File: config.mk
export PLATFORM = sky130hd
export DESIGN_NAME = spi_ring_ctrl
export DESIGN_NICKNAME = d
export VERILOG_FILES = /design/src/rtl/spi_ring_pkg.sv /design/src/rtl/spi_ring_fifo.sv /design/src/rtl/spi_ring_shifter.sv /design/src/rtl/spi_ring_ctrl.sv
export SDC_FILE = /design/constraint.sdc
export NUM_CORES = 1
export LEC_CHECK = 0
export ABC_AREA = 1
export BUFFER_PORTS_ARGS = -buffer_cell sky130_fd_sc_hd__buf_2
export CAP_MARGIN = 25
export CORE_MARGIN = 3
export CORE_UTILIZATION = 30
export DETAILED_ROUTE_END_ITERATION = 7
export PLACE_DENSITY = 0.49
export SLEW_MARGIN = 20
export SYNTH_ARGS = -nofsm -noshare
export SYNTH_HDL_FRONTEND = slang
export SYNTH_SLANG_ARGS = --single-unit
File: constraint.sdc
create_clock -name clk -period 2.3 [get_ports clk]
set_input_delay 0.115 -clock clk [delete_from_list [all_inputs] [get_ports clk]]
set_output_delay 0.115 -clock clk [all_outputs]
set_load 0.03 [all_outputs]
File: src/rtl/spi_ring_pkg.sv
package spi_ring_pkg;

    localparam int BUS_AW = 4;

    // register offsets
    localparam logic [BUS_AW-1:0] OFF_OPCODE = 4'h0;
    localparam logic [BUS_AW-1:0] OFF_COUNT  = 4'h1;
    localparam logic [BUS_AW-1:0] OFF_CTRL   = 4'h2;
    localparam logic [BUS_AW-1:0] OFF_STAT   = 4'h3;
    localparam logic [BUS_AW-1:0] OFF_DATA   = 4'hC;
    localparam logic [BUS_AW-1:0] OFF_PTR    = 4'hD;

    localparam int CTRL_GO_BIT  = 0;
    localparam int CTRL_CLR_BIT = 4;

    typedef enum logic [2:0] {
        ST_IDLE,
        ST_OP,
        ST_LOAD_TX,
        ST_TX,
        ST_LOAD_RX,
        ST_RX,
        ST_GAP
    } eng_state_e;

endpackage

File: src/rtl/spi_ring_fifo.sv
module spi_ring_fifo #(
    parameter int DEPTH = 8,
    localparam int PTR_W = $clog2(DEPTH)
) (
    input  logic             clk,
    input  logic             rst_n,
    input  logic             clr,
    input  logic             wr_en,
    input  logic [7:0]       wr_data,
    input  logic             adv,
    output logic [PTR_W-1:0] ptr,
    output logic [7:0]       rd_data
);
    typedef struct packed {
        logic [DEPTH-1:0][7:0] mem;
        logic [PTR_W-1:0]      ptr;
    } ring_t;

    ring_t q, d;

    always_comb begin
        d = q;
        if (wr_en) begin
            d.mem[q.ptr] = wr_data;
        end
        if (clr) begin
            d.ptr = '0;
        end else if (adv) begin
            d.ptr = (q.ptr == PTR_W'(DEPTH - 1)) ? '0 : q.ptr + 1'b1;
        end
    end

    always_ff @(posedge clk or negedge rst_n) begin
        if (!rst_n) q <= '0;
        else        q <= d;
    end

    assign ptr     = q.ptr;
    assign rd_data = q.mem[q.ptr];

    // a write with no clear lands where the pointer stood and is readable there
    p_write_lands_r4: assert property (@(posedge clk) disable iff (!rst_n)
        (wr_en && !clr) |=> (q.mem[$past(q.ptr)] == $past(wr_data)));

endmodule

File: src/rtl/spi_ring_shifter.sv
module spi_ring_shifter #(
    parameter int HALF_DIV = 2,
    localparam int DIV_W = $clog2(HALF_DIV) + 1
) (
    input  logic       clk,
    input  logic       rst_n,
    input  logic       load,
    input  logic [7:0] tx_byte,
    input  logic       miso,
    output logic       sck,
    output logic       mosi,
    output logic       done,
    output logic [7:0] rx_byte,
    output logic       active
);
    typedef struct packed {
        logic             active;
        logic             sck;
        logic [2:0]       bits;
        logic [DIV_W-1:0] div;
        logic [7:0]       tx_sr;
        logic [7:0]       rx_sr;
        logic             done;
    } sh_t;

    sh_t q, d;

    always_comb begin
        d      = q;
        d.done = 1'b0;
        if (load) begin
            d.active = 1'b1;
            d.sck    = 1'b0;
            d.bits   = '0;
            d.div    = '0;
            d.tx_sr  = tx_byte;
        end else if (q.active) begin
            if (q.div == DIV_W'(HALF_DIV - 1)) begin
                d.div = '0;
                if (!q.sck) begin
                    d.sck   = 1'b1;
                    d.rx_sr = {q.rx_sr[6:0], miso};
                end else begin
                    d.sck = 1'b0;
                    if (q.bits == 3'd7) begin
                        d.active = 1'b0;
                        d.done   = 1'b1;
                    end else begin
                        d.bits  = q.bits + 1'b1;
                        d.tx_sr = {q.tx_sr[6:0], 1'b0};
                    end
                end
            end else begin
                d.div = q.div + 1'b1;
            end
        end
    end

    always_ff @(posedge clk or negedge rst_n) begin
        if (!rst_n) q <= '0;
        else        q <= d;
    end

    assign sck     = q.sck;
    assign mosi    = q.tx_sr[7];
    assign done    = q.done;
    assign rx_byte = q.rx_sr;
    assign active  = q.active;

    // mode 0: data never moves on the rising edge
    p_mosi_hold_on_rise_r9: assert property (@(posedge clk) disable iff (!rst_n)
        $rose(sck) |-> $stable(mosi));

    // clock idles low between bytes
    p_sck_idle_low_r9: assert property (@(posedge clk) disable iff (!rst_n)
        !active |-> !sck);

    // a finished byte leaves the clock low
    p_done_after_fall_r9: assert property (@(posedge clk) disable iff (!rst_n)
        done |-> (!sck && $fell(sck)));

endmodule

File: src/rtl/spi_ring_ctrl.sv
module spi_ring_ctrl
    import spi_ring_pkg::*;
#(
    parameter int DEPTH    = 8,
    parameter int HALF_DIV = 2
) (
    input  logic              clk,
    input  logic              rst_n,
    input  logic              bus_sel,
    input  logic              bus_wr,
    input  logic [BUS_AW-1:0] bus_addr,
    input  logic [7:0]        bus_wdata,
    output logic [7:0]        bus_rdata,
    output logic              spi_cs_n,
    output logic              spi_sck,
    output logic              spi_mosi,
    input  logic              spi_miso
);
    localparam int PTR_W   = $clog2(DEPTH);   // DEPTH must be a power of two
    localparam int CNT_W   = 4;               // two counts share one byte
    localparam int GAP_CYC = 2 * HALF_DIV;
    localparam int GAP_W   = $clog2(GAP_CYC) + 1;
    localparam int HI_W    = $clog2(GAP_CYC + 1) + 1;

    typedef struct packed {
        eng_state_e       st;
        logic [7:0]       opcode;
        logic [CNT_W-1:0] rx_cnt;
        logic [CNT_W-1:0] tx_cnt;
        logic [CNT_W-1:0] left;
        logic [GAP_W-1:0] gap;
        logic             cs_n;
    } ctl_t;

    localparam ctl_t CTL_RST = '{st: ST_IDLE, opcode: '0, rx_cnt: '0, tx_cnt: '0,
                                 left: '0, gap: '0, cs_n: 1'b1};

    ctl_t q, d;

    logic             sh_load, sh_done, sh_active;
    logic [7:0]       sh_tx, sh_rx;
    logic             eng_wr, dp_wr, dp_rd, host_clr;
    logic [PTR_W-1:0] ring_ptr;
    logic [7:0]       ring_rd;
    logic             host_wr, host_rd, busy;

    assign host_wr = bus_sel && bus_wr;
    assign host_rd = bus_sel && !bus_wr;
    assign busy    = (q.st != ST_IDLE);

    always_comb begin
        d        = q;
        sh_load  = 1'b0;
        sh_tx    = 8'hFF;
        eng_wr   = 1'b0;
        dp_wr    = 1'b0;
        dp_rd    = 1'b0;
        host_clr = 1'b0;
        unique case (q.st)
            ST_IDLE: begin
                if (host_wr) begin
                    case (bus_addr)
                        OFF_OPCODE: d.opcode = bus_wdata;
                        OFF_COUNT: begin
                            d.rx_cnt = bus_wdata[7:4];
                            d.tx_cnt = bus_wdata[3:0];
                        end
                        OFF_CTRL: begin
                            host_clr = bus_wdata[CTRL_CLR_BIT];
                            if (bus_wdata[CTRL_GO_BIT]) begin
                                d.st    = ST_OP;
                                d.cs_n  = 1'b0;
                                sh_load = 1'b1;
                                sh_tx   = q.opcode;
                            end
                        end
                        OFF_DATA: dp_wr = 1'b1;
                        default: ;
                    endcase
                end
                if (host_rd && bus_addr == OFF_DATA) begin
                    dp_rd = 1'b1;
                end
            end
            ST_OP: begin
                if (sh_done) begin
                    if (q.tx_cnt != '0) begin
                        d.left = q.tx_cnt;
                        d.st   = ST_LOAD_TX;
                    end else if (q.rx_cnt != '0) begin
                        d.left = q.rx_cnt;
                        d.st   = ST_LOAD_RX;
                    end else begin
                        d.st   = ST_GAP;
                        d.cs_n = 1'b1;
                        d.gap  = '0;
                    end
                end
            end
            ST_LOAD_TX: begin
                sh_load = 1'b1;
                sh_tx   = ring_rd;
                d.st    = ST_TX;
            end
            ST_TX: begin
                if (sh_done) begin
                    eng_wr = 1'b1;
                    d.left = q.left - 1'b1;
                    if (q.left != CNT_W'(1)) begin
                        d.st = ST_LOAD_TX;
                    end else if (q.rx_cnt != '0) begin
                        d.left = q.rx_cnt;
                        d.st   = ST_LOAD_RX;
                    end else begin
                        d.st   = ST_GAP;
                        d.cs_n = 1'b1;
                        d.gap  = '0;
                    end
                end
            end
            ST_LOAD_RX: begin
                sh_load = 1'b1;
                sh_tx   = 8'hFF;
                d.st    = ST_RX;
            end
            ST_RX: begin
                if (sh_done) begin
                    eng_wr = 1'b1;
                    d.left = q.left - 1'b1;
                    if (q.left == CNT_W'(1)) begin
                        d.st   = ST_GAP;
                        d.cs_n = 1'b1;
                        d.gap  = '0;
                    end else begin
                        d.st = ST_LOAD_RX;
                    end
                end
            end
            ST_GAP: begin
                d.gap = q.gap + 1'b1;
                if (q.gap == GAP_W'(GAP_CYC - 1)) begin
                    d.st = ST_IDLE;
                end
            end
            default: d = CTL_RST;
        endcase
    end

    always_ff @(posedge clk or negedge rst_n) begin
        if (!rst_n) q <= CTL_RST;
        else        q <= d;
    end

    spi_ring_fifo #(.DEPTH(DEPTH)) u_ring (
        .clk     (clk),
        .rst_n   (rst_n),
        .clr     (host_clr),
        .wr_en   (dp_wr || eng_wr),
        .wr_data (eng_wr ? sh_rx : bus_wdata),
        .adv     (dp_wr || dp_rd || eng_wr),
        .ptr     (ring_ptr),
        .rd_data (ring_rd)
    );

    spi_ring_shifter #(.HALF_DIV(HALF_DIV)) u_shift (
        .clk     (clk),
        .rst_n   (rst_n),
        .load    (sh_load),
        .tx_byte (sh_tx),
        .miso    (spi_miso),
        .sck     (spi_sck),
        .mosi    (spi_mosi),
        .done    (sh_done),
        .rx_byte (sh_rx),
        .active  (sh_active)
    );

    assign spi_cs_n = q.cs_n;

    always_comb begin
        case (bus_addr)
            OFF_OPCODE: bus_rdata = q.opcode;
            OFF_COUNT:  bus_rdata = {q.rx_cnt, q.tx_cnt};
            OFF_CTRL:   bus_rdata = {7'b0, busy};
            OFF_STAT:   bus_rdata = {busy, 7'b0};
            OFF_DATA:   bus_rdata = ring_rd;
            OFF_PTR:    bus_rdata = 8'(ring_ptr);
            default:    bus_rdata = 8'h00;
        endcase
    end

    // checker state: high-time of chip select and pointer at command start
    logic [HI_W-1:0]  hi_cnt_q;
    logic [PTR_W-1:0] snap_ptr_q;

    always_ff @(posedge clk or negedge rst_n) begin
        if (!rst_n) begin
            hi_cnt_q   <= '1;
            snap_ptr_q <= '0;
        end else begin
            if (!spi_cs_n)            hi_cnt_q <= '0;
            else if (hi_cnt_q != '1)  hi_cnt_q <= hi_cnt_q + 1'b1;
            if (q.st == ST_OP)        snap_ptr_q <= ring_ptr;
        end
    end

    p_start_sets_busy_r6: assert property (@(posedge clk) disable iff (!rst_n)
        (!busy && host_wr && bus_addr == OFF_CTRL && bus_wdata[CTRL_GO_BIT]) |=> busy);

    p_sck_inside_frame_r10: assert property (@(posedge clk) disable iff (!rst_n)
        spi_sck |-> !spi_cs_n);

    p_cs_gap_r10: assert property (@(posedge clk) disable iff (!rst_n)
        $fell(spi_cs_n) |-> (hi_cnt_q >= HI_W'(GAP_CYC)));

    p_shift_only_busy_r3: assert property (@(posedge clk) disable iff (!rst_n)
        sh_active |-> busy);

    p_ptr_end_r7: assert property (@(posedge clk) disable iff (!rst_n)
        $fell(busy) |-> (ring_ptr == PTR_W'(snap_ptr_q + q.tx_cnt + q.rx_cnt)));

    p_opcode_locked_r11: assert property (@(posedge clk) disable iff (!rst_n)
        (busy && host_wr && bus_addr == OFF_OPCODE) |=> $stable(q.opcode));

    p_ptr_locked_r11: assert property (@(posedge clk) disable iff (!rst_n)
        (q.st == ST_GAP && bus_sel) |=> $stable(ring_ptr));

endmodule

## Word level (Yosys, flattened, before mapping)

Cells that the tools add are included.

- $add $sub $neg: 5
- $lt $le $gt $ge: 2
- Equal/unequal tests: 31
- Muxes and demuxes: 75
- Bitwise operators: 6
- Reduce and logical (&&, ||, !) cells: 32

Operator list:

| cell | number |
|---|---|
| two-way mux 8 bit | 15 |
| bitwise mux 64 bit | 1 |
| one-hot mux 8 bit (6 select lines) | 1 |
| two-way mux 3 bit | 13 |
| one-hot mux 16 bit (2 select lines) | 1 |
| binary-select mux 8 bit (select 3 bit) | 1 |
| demux 8 bit (select 3 bit) | 1 |
| two-way mux 24 bit | 1 |
| two-way mux 4 bit | 6 |
| two-way mux 1 bit | 22 |
| one-hot mux 3 bit (7 select lines) | 1 |
| != test 2 bit (second input constant) | 10 |
| two-way mux 19 bit | 1 |
| two-way mux 17 bit | 1 |
| one-hot mux 4 bit (4 select lines) | 1 |
| one-hot mux 8 bit (2 select lines) | 1 |
| equality test 3 bit (second input constant) | 5 |
| two-way mux 15 bit | 1 |
| one-hot mux 3 bit (5 select lines) | 1 |
| AND reduction 7 bit | 2 |
| AND reduction 10 bit | 1 |
| adder 3 x 1 -> 3 bit (second input constant) | 3 |
| equality test 3 x 2 -> 1 bit (second input constant) | 3 |
| equality test 4 x 1 -> 1 bit (second input constant) | 2 |
| other kinds (32) | 56 |

- Flip-flop bits (word level): 118
- Input bits: 17
- Output and inout bits: 11
- Word-level logic and storage cells: 174

## Longest topological paths before layout

Gate-level depths: netlist (run 1).

- Word-level depth: 9
- Depth in mapped cells: 13

## Modules after synthesis

A second synthesis (run 1) with hierarchy kept.

- Cell total of the unflattened synthesis: 904
- Area total of the unflattened synthesis: 6850.3 sq um

Modules (own cells, without submodules):

| module | instances | cells each | area an instance (sq um) | sequential area each (sq um) |
|---|---|---|---|---|
| spi_ring_fifo | 1 | 436 | 3428.3 | 1676.6 |
| spi_ring_ctrl | 1 | 309 | 2134.5 | 676.9 |
| spi_ring_shifter | 1 | 159 | 1287.5 | 600.6 |

## Worst setup path after synthesis (run 1)

Ideal clock, no wire load.

- Path kind: reg-to-output
- Start: register u_ring.q, in the netlist u_ring.ptr[0]
- End: output port bus_rdata[6]
- Data arrival time: 1.559 ns
- Path slack: 0.626 ns
- Stages on the path, launching flop included: 9
- Path buffers: 2
- Path through: dfrtp_1 clkbuf_1 inv_1 clkbuf_1 nand2_1 nand3_1 nand2_1 o21ai_0 o221ai_1

- Word-level cells in the longest chain between the ends: 3

RTL lines:

| element | line | text |
|---|---|---|
| start: declaration | spi_ring_fifo.sv:19 | `ring_t q, d;` |
| start signal: assignment | spi_ring_fifo.sv:34 | `if (!rst_n) q <= '0;` |
| start signal: assignment | spi_ring_fifo.sv:35 | `else q <= d;` |
| binary-select mux 8 bit (select 3 bit) | spi_ring_fifo.sv:39 | `assign rd_data = q.mem[q.ptr];` |
| two-way mux 8 bit (not written as such) | spi_ring_fifo.sv:39 |  |
| one-hot mux 8 bit (6 select lines) | spi_ring_ctrl.sv:181 | `case (bus_addr)` |
| end: declaration | spi_ring_ctrl.sv:13 | `output logic [7:0] bus_rdata,` |

No other way between the ends. The select of a mux whose other input is x is not followed.

## Worst setup path in the final report (run 1)

- Start: register u_ring.q, in the netlist u_ring.ptr[0]
- End: output port bus_rdata[7]

Same word-level chain as after synthesis.

==> results of run 1 <==
==> synth_stat cells, drive strengths merged <==
library cell	count	share of area
clkinv	2	0.0011
nand4	5	0.0047
nor2	106	0.062
nor3	7	0.0060
clkbuf	8	0.0045
a22oi	1	0.0011
ha	8	0.015
o221ai	1	0.0013
nand2	320	0.19
xor2	1	0.0013
dfrtp	117	0.44
dfstp	1	0.0040
o21ai	48	0.038
a21oi	58	0.051
inv	124	0.071
xnor2	1	0.0013
nand3	89	0.070
nor3b	1	0.0011
o211ai	8	0.0091
buf	16	0.019
o22ai	1	0.00095
==> power by group through the flow <==
stage	Sequential (mW)	Clock, mW	Combinational [mW]
CTS	2.93	3.05	3.27
global placement	2.96	0	3.23
floorplan	2.87	0	2.27
finish	2.94	2.99	3.33
detailed placement	2.96	0	3.25
global route	3.00	3.16	3.79
==> through the flow <==
stage / power [mW] / util / hold slack (ns)
global placement: 6.194 / 0.3327 / 0.1430
detailed placement: 6.204 / 0.3327 / 0.1505
finish: 9.262 / 0.3673 / 0.05764
CTS: 9.254 / 0.3652 / 0.04520
global route: 9.952 / 0.3673 / 0.05434
floorplan: 5.136 / - / -0.1806
==> path summary, 6_finish.rpt <==
path                                           start                       end  slack, ns
min in group asynchronous                      rst_n  u_ring.q[38]$_DFFE_PN0P_       0.22
max in group asynchronous                      rst_n      spi_cs_n$_DFFE_PN1P_       1.30
max                        u_ring.ptr[0]$_DFFE_PN0P_              bus_rdata[7]       0.10
min                                     bus_wdata[4]         q[20]$_DFFE_PN0P_       0.06
min reg2reg                 u_ring.q[35]$_DFFE_PN0P_  u_ring.q[35]$_DFFE_PN0P_       0.48
max reg2reg                        q[26]$_DFFE_PN0P_  u_ring.q[32]$_DFFE_PN0P_       0.32
==> cell type report <==
type / instances / area (um^2)
clock buffer: 21 / 470.5
clock inverter: 11 / 195.2
inverter: 126 / 475.5
timing repair buffer: 46 / 340.3
multi-input combinational: 655 / 3060
sequential: 118 / 2958
fill: 2286 / 13510
tap: 275 / 344.1
==> layer usage <==
metal,track usage,routed length (um),vias to the layer above,share of wire
met2,0.2519,8409,130,0.44
li1,-,-,2983,-
met5,0,0,-,0
met4,0.06392,393,0,0.021
met1,0.2381,9316,2663,0.49
met3,0.03274,960,22,0.050
==> registers in the layout, summed over array words and instances (netlist names), 3 cells and up <==
signal,flops
u_shift.q,12
q,26
u_ring.ptr,3
u_ring.q,64
u_shift.rx_byte,8
==> worst register-to-register path, delay by kind of cell (launching register included) <==
kind	cells	cell delay [ns]
compound gates	1	0.05
flops	1	0.49
simple gates	7	1.30
==> logic make-up (layout without fill, tap and decap cells) <==
kind of cell | after synthesis | in the layout | share of synthesized area
DFF | 118 | 118 | 0.4462
buffers and inverters | 150 | 204 | 0.09526
and+or+nand+nor | 528 | 528 | 0.3391
adders and majority gates | 8 | 8 | 0.01512
xor gates and xnor gates | 2 | 2 | 0.002646
AOI/OAI and AO/OA | 117 | 117 | 0.1017
==> repair_timing <==
item,4_1_cts,5_1_grt
hold buffers,2,0
cloned,0,1
pin swaps,0,0
endpoints found under the setup margin,7,8
resized for setup,7,10
endpoints found under the hold margin,38,0
==> qor.yml, run 1 <==
outcome:
  status: "finished, final reports clean"
synth:
  yosysWarningCount: 0
  syn_area_um2: 6620
  ys_seq_area_frac: 0.4462
  syn_area_per_cell_um2: 7.172
  syn_nets: 948
  synthCells: 923
  synth_seq_cells: 118
  synth_cell_types: 36
sta:
  slew_violations: 0
  fin_crit_sh: 0.9544
  setup_tns_ns: 0
  skew_ns: 0.008939
  setup_ws_ns: 0.1048
  setup_viol: 0
  rsz0062_at_grt: "false"
  period_needed_ns: 2.195
  max_freq_ghz: 0.4555
  slew_headroom: 0.6188
  tightest_slew_ns: 0.5705
  final-hold-violation-count: 0
power_and_ir_drop:
  clkPwrFrac: 0.323
  comb_power_share: 0.359
  peakVddDrop_mv: 0.4984
  powerDensity_nw_per_um2: 1181
  power.internal_mw: 5.610
  power_leakage_nw: 4.141
  p_sw_mw: 3.652
  share_seq_of_total_power: 0.317
  power.share.switching: 0.3943
cts:
  cts_tree: "done"
  cts.sinks: 118
  h-tree-depth: 4
  clk_pin_slew_ns: 0.05
  cts_buffer_depth: 2
  cts-buffers-inserted: 17
  cts_root_buf: "clkbuf_16"
  clock_latency_ns: 0.43
  cts_setup_buffers: 0
detailed_routing:
  first_pass_iters: 5
  viasPerCell: 4.631
  avgRoutedWirePerCell_um: 15.24
  drtIter0Drc: 432
  route.detailed.drc: 0
  totalWireLength_mm: 19.08
  ant_nets: 0
  vias: 5798
finish:
  final_cell_mix: "nand2_1 (309), inv_1 (121), dfrtp_1 (114), nor2_1 (99), nand3_1 (87)"
  num_antenna_cells: 0
  layout_commonest_cell: "nand2_1"
  syn2layout_area_growth_pct: 18.48
  drive_gt1_frac: 0.1218
  fin_nets: 989
  finalNonFillerCells: 1252
  final_area_um2: 7844
place:
  port_buffers: 27
  place_congestion: 0.8587
  place_area_um2: 7104
  placedCellCount: 1217
  dpl.hpwl_mm: 13.86
  place_ws_ns: 0.3128
floorplanning:
  core-area_um2: 21350
  die_w_um: 154.6
  ios: 28
  initial_core_util: 0.3100
  die_h_um: 154.6
  die-area_um2: 23890
  rows: 53
global_routing:
  grt_antenna_before_repair: 0
  grt_use_total: 0.1673
  grt_max_degree: 45
  grt_overflow: 0
  grt_pass1_wl_mm: 31.15
  grt_pass1_vias: 5670
worst_hold_path:
  hp-class: "in2reg"
  hold_path_depth: 3
critical_path:
  cp_slowest_cell: "dfrtp_2"
  reg2reg_depth: 8
  path_delay_family: "buffers and inverters"
  path_buf_inv: 3
  cp.depth: 8
  cp-end-kind: "primary output"
  critPathMaxFanout: 16
  crit_path_frequent_cell: "nand2_1"
  worstPathRequired_ns: 2.18
  path_class: "reg2out"
  slowest_delay_ns: 0.45
  cp.arrival_ns: 2.08
  path_cells: "inv_2 > buf_12 > nand2_1 > nand3_1 > nand2_1 > o21ai_1 > nand4_1 > buf_2"
  critPathLaunchType: "flip-flop"
run:
  drv_cap: 0
(Power assumes the default switching activity.)
==> inputs of run 2 (changes only) <==
- CORE_UTILIZATION: 30 -> 43
- PLACE_DENSITY: 0.49 -> 0.63
==> qor.yml, run 2 (synthesized netlist as in run 1, its figures left out) <==
critical_path:
  r2r_setup_slack_ns: 0.30  # was 0.32 ns
  r2r_end: "u_ring.q[49]$_DFFE_PN0P_"  # was u_ring.q[32]$_DFFE_PN0P_
  r2r_start: "q[24]$_DFFE_PN0P_"  # was q[26]$_DFFE_PN0P_
  cp.arrival_ns: 2.05  # was 2.08 ns
  path_class: "reg2out"  # unchanged
  critPathMaxFanout: 8  # was 16
  cp-end-kind: "primary output"  # unchanged
  reg2reg_depth: 8  # unchanged
  critPathLaunchType: "flip-flop"  # unchanged
  worstPathRequired_ns: 2.18  # about the same
cts:
  clk_pin_slew_ns: 0.05  # about the same
  h-tree-depth: 4  # unchanged
  cts_root_buf: "clkbuf_16"  # unchanged
  cts_setup_buffers: 0  # unchanged
  clock_latency_ns: 0.42  # was 0.43 ns
  cts.sinks: 118  # unchanged
  cts_buffer_depth: 2  # unchanged
  cts-buffers-inserted: 17  # unchanged
  cts_tree: "done"  # unchanged
finish:
  fillers: 1430  # was 2286
  top_register: "u_ring.q"  # unchanged
  syn2layout_area_growth_pct: 14.55  # was 18.48%
  fin_util: 0.5121  # was 0.3673
  fin_nets: 989  # unchanged
  num_antenna_cells: 0  # unchanged
  layout_commonest_cell: "nand2_1"  # unchanged
  final_cell_mix: "nand2_1 (309), inv_1 (122), dfrtp_1 (115), nor2_1 (100), nand3_1 (87)"  # was nand2_1 (309), inv_1 (121), dfrtp_1 (114), nor2_1 (99), nand3_1 (87)
  final_area_um2: 7584  # was 7844 um^2
  largestRegisters: "u_ring.q: 64 flops, q: 26 flops, u_shift.q: 12 flops"  # unchanged
  drive_gt1_frac: 0.1148  # was 0.1218
  finalNonFillerCells: 1160  # was 1252
  largest_reg_flops: 64  # unchanged
outcome:
  status: "finished, final reports clean"  # unchanged
floorplanning:
  die_h_um: 130.1  # was 154.6 um
  core-area_um2: 14810  # was 21350 um^2
  die_w_um: 130.1  # was 154.6 um
  die-area_um2: 16920  # was 23890 um^2
  ios: 28  # unchanged
  rows: 44  # was 53
  initial_core_util: 0.4470  # was 0.3100
power_and_ir_drop:
  p_sw_mw: 3.520  # was 3.652 mW
  comb_power_share: 0.366  # was 0.359
  share_seq_of_total_power: 0.337  # was 0.317
  power_leakage_nw: 4.089  # was 4.141 nW
  power.internal_mw: 5.163  # was 5.610 mW
  total_power_mw: 8.684  # was 9.262 mW
  powerDensity_nw_per_um2: 1145  # was 1181 nW/um^2
  peakVddDrop_mv: 0.5541  # was 0.4984 mV
  clkPwrFrac: 0.297  # was 0.323
  power.share.switching: 0.4054  # was 0.3943
global_routing:
  grt_pass1_wl_mm: 28.32  # was 31.15 mm
  grt_antenna_before_repair: 0  # unchanged
  grt_pass1_vias: 5306  # was 5670
  grt_overflow: 0  # unchanged
  grt_max_degree: 43  # was 45
  grt_use_total: 0.2202  # was 0.1673
sta:
  setup_tns_ns: 0  # unchanged
  rsz0062_at_grt: "false"  # unchanged
  tightest_slew_ns: 0.5695  # was 0.5705 ns
  setup_ws_ns: 0.1310  # was 0.1048 ns
  max_freq_ghz: 0.4610  # was 0.4555 GHz
  setup_viol: 0  # unchanged
  period_needed_ns: 2.169  # was 2.195 ns
  holdWs_ns: 0.08239  # was 0.05764 ns
  final-hold-violation-count: 0  # unchanged
  slew_violations: 0  # unchanged
  slew_headroom: 0.6203  # was 0.6188
  fin_crit_sh: 0.9431  # was 0.9544
  skew_ns: 0.008940  # was 0.008939 ns
detailed_routing:
  vias: 5879  # was 5798
  drtIter0Drc: 475  # was 432
  totalWireLength_mm: 17.46  # was 19.08 mm
  first_pass_iters: 6  # was 5
  ant_nets: 0  # unchanged
  viasPerCell: 5.068  # was 4.631
  avgRoutedWirePerCell_um: 15.05  # was 15.24 um
  route.detailed.drc: 0  # unchanged
worst_hold_path:
  min_from: "bus_wdata[7]"  # was bus_wdata[4]
  hp-class: "in2reg"  # unchanged
  hold_path_depth: 5  # was 3
  hold_end: "q[23]$_DFFE_PN0P_"  # was q[20]$_DFFE_PN0P_
place:
  place_congestion: 0.9290  # was 0.8587
  place_area_um2: 6985  # was 7104 um^2
  place_ws_ns: 0.3367  # was 0.3128 ns
  port_buffers: 27  # unchanged
  dpl.hpwl_mm: 12.50  # was 13.86 mm
  placedCellCount: 1127  # was 1217
run:
  drv_cap: 0  # unchanged
run 2: cell types whose count changed in the layout (fill, tap and decap cells not counted), sizes merged:
cell / before / now
buf: 43 / 44
bufinv: 5 / 2
clkbuf: 22 / 21
clkinv: 4 / 8
clkinvlp: 3 / 2
inv: 125 / 124
run 2: layer usage:
layer / track usage / routed length [um]
met3: 0.05199 / 950
met4: 0.09597 / 520
met2: 0.3144 / 7664
met1: 0.3190 / 8325
met5: 0 / 0
run 2: power by group through the flow:
stage,logic (mW),registers [mW],clock network (mW)
3_5_place_dp,3.15,2.94,0
2_1_floorplan,2.27,2.87,0
5_1_grt,3.64,2.99,2.73
4_1_cts,3.17,2.92,2.61
3_3_place_gp,3.15,2.94,0
6_report,3.18,2.93,2.58
run 2: worst max-delay path: stages, from the launching register on:
cell	delay, ns
dfrtp_2	0.48
nand2_1	0.17
inv_1	0.15
nand3_1	0.11
nand2_1	0.12
o21ai_0	0.26
nand4_1	0.13
buf_2	0.21
run 2: area by class of cell:
type | instances | area (um^2) | share of cell area
Clock inverter | 10 | 105.1 | 0.01386
Multi-Input combinational cell | 655 | 3045 | 0.4016
Sequential cell | 118 | 2957 | 0.3899
Tap cell | 184 | 230.2 | 0.03036
Inverter | 126 | 475.5 | 0.06270
Timing Repair Buffer | 46 | 310.3 | 0.04092
Clock buffer | 21 | 460.4 | 0.06072
run 2: worst max path at each step:
| stage | from | end | slack (ns) | depth (start not counted) |
|---|---|---|---|---|
| 2_1_floorplan | u_ring.ptr[0]$_DFFE_PN0P_ | bus_rdata[6] | 0.63 | 8 |
| 3_3_place_gp | q[24]$_DFFE_PN0P_ | u_ring.q[48]$_DFFE_PN0P_ | 0.38 | 8 |
| 3_5_place_dp | q[24]$_DFFE_PN0P_ | u_ring.q[28]$_DFFE_PN0P_ | 0.34 | 8 |
| 4_1_cts | u_ring.ptr[1]$_DFFE_PN0P_ | bus_rdata[3] | 0.01 | 7 |
| 5_1_grt | u_ring.ptr[2]$_DFFE_PN0P_ | bus_rdata[6] | 0.003 | 7 |
| 6_report | u_ring.ptr[2]$_DFFE_PN0P_ | bus_rdata[7] | 0.13 | 7 |
run 2: repair_timing:
item / in CTS / in global routing
hold buffers: 2 / 0
resized for setup: 0 / 9
setup endpoints to repair: 0 / 7
endpoints found under the hold margin: 37 / 0
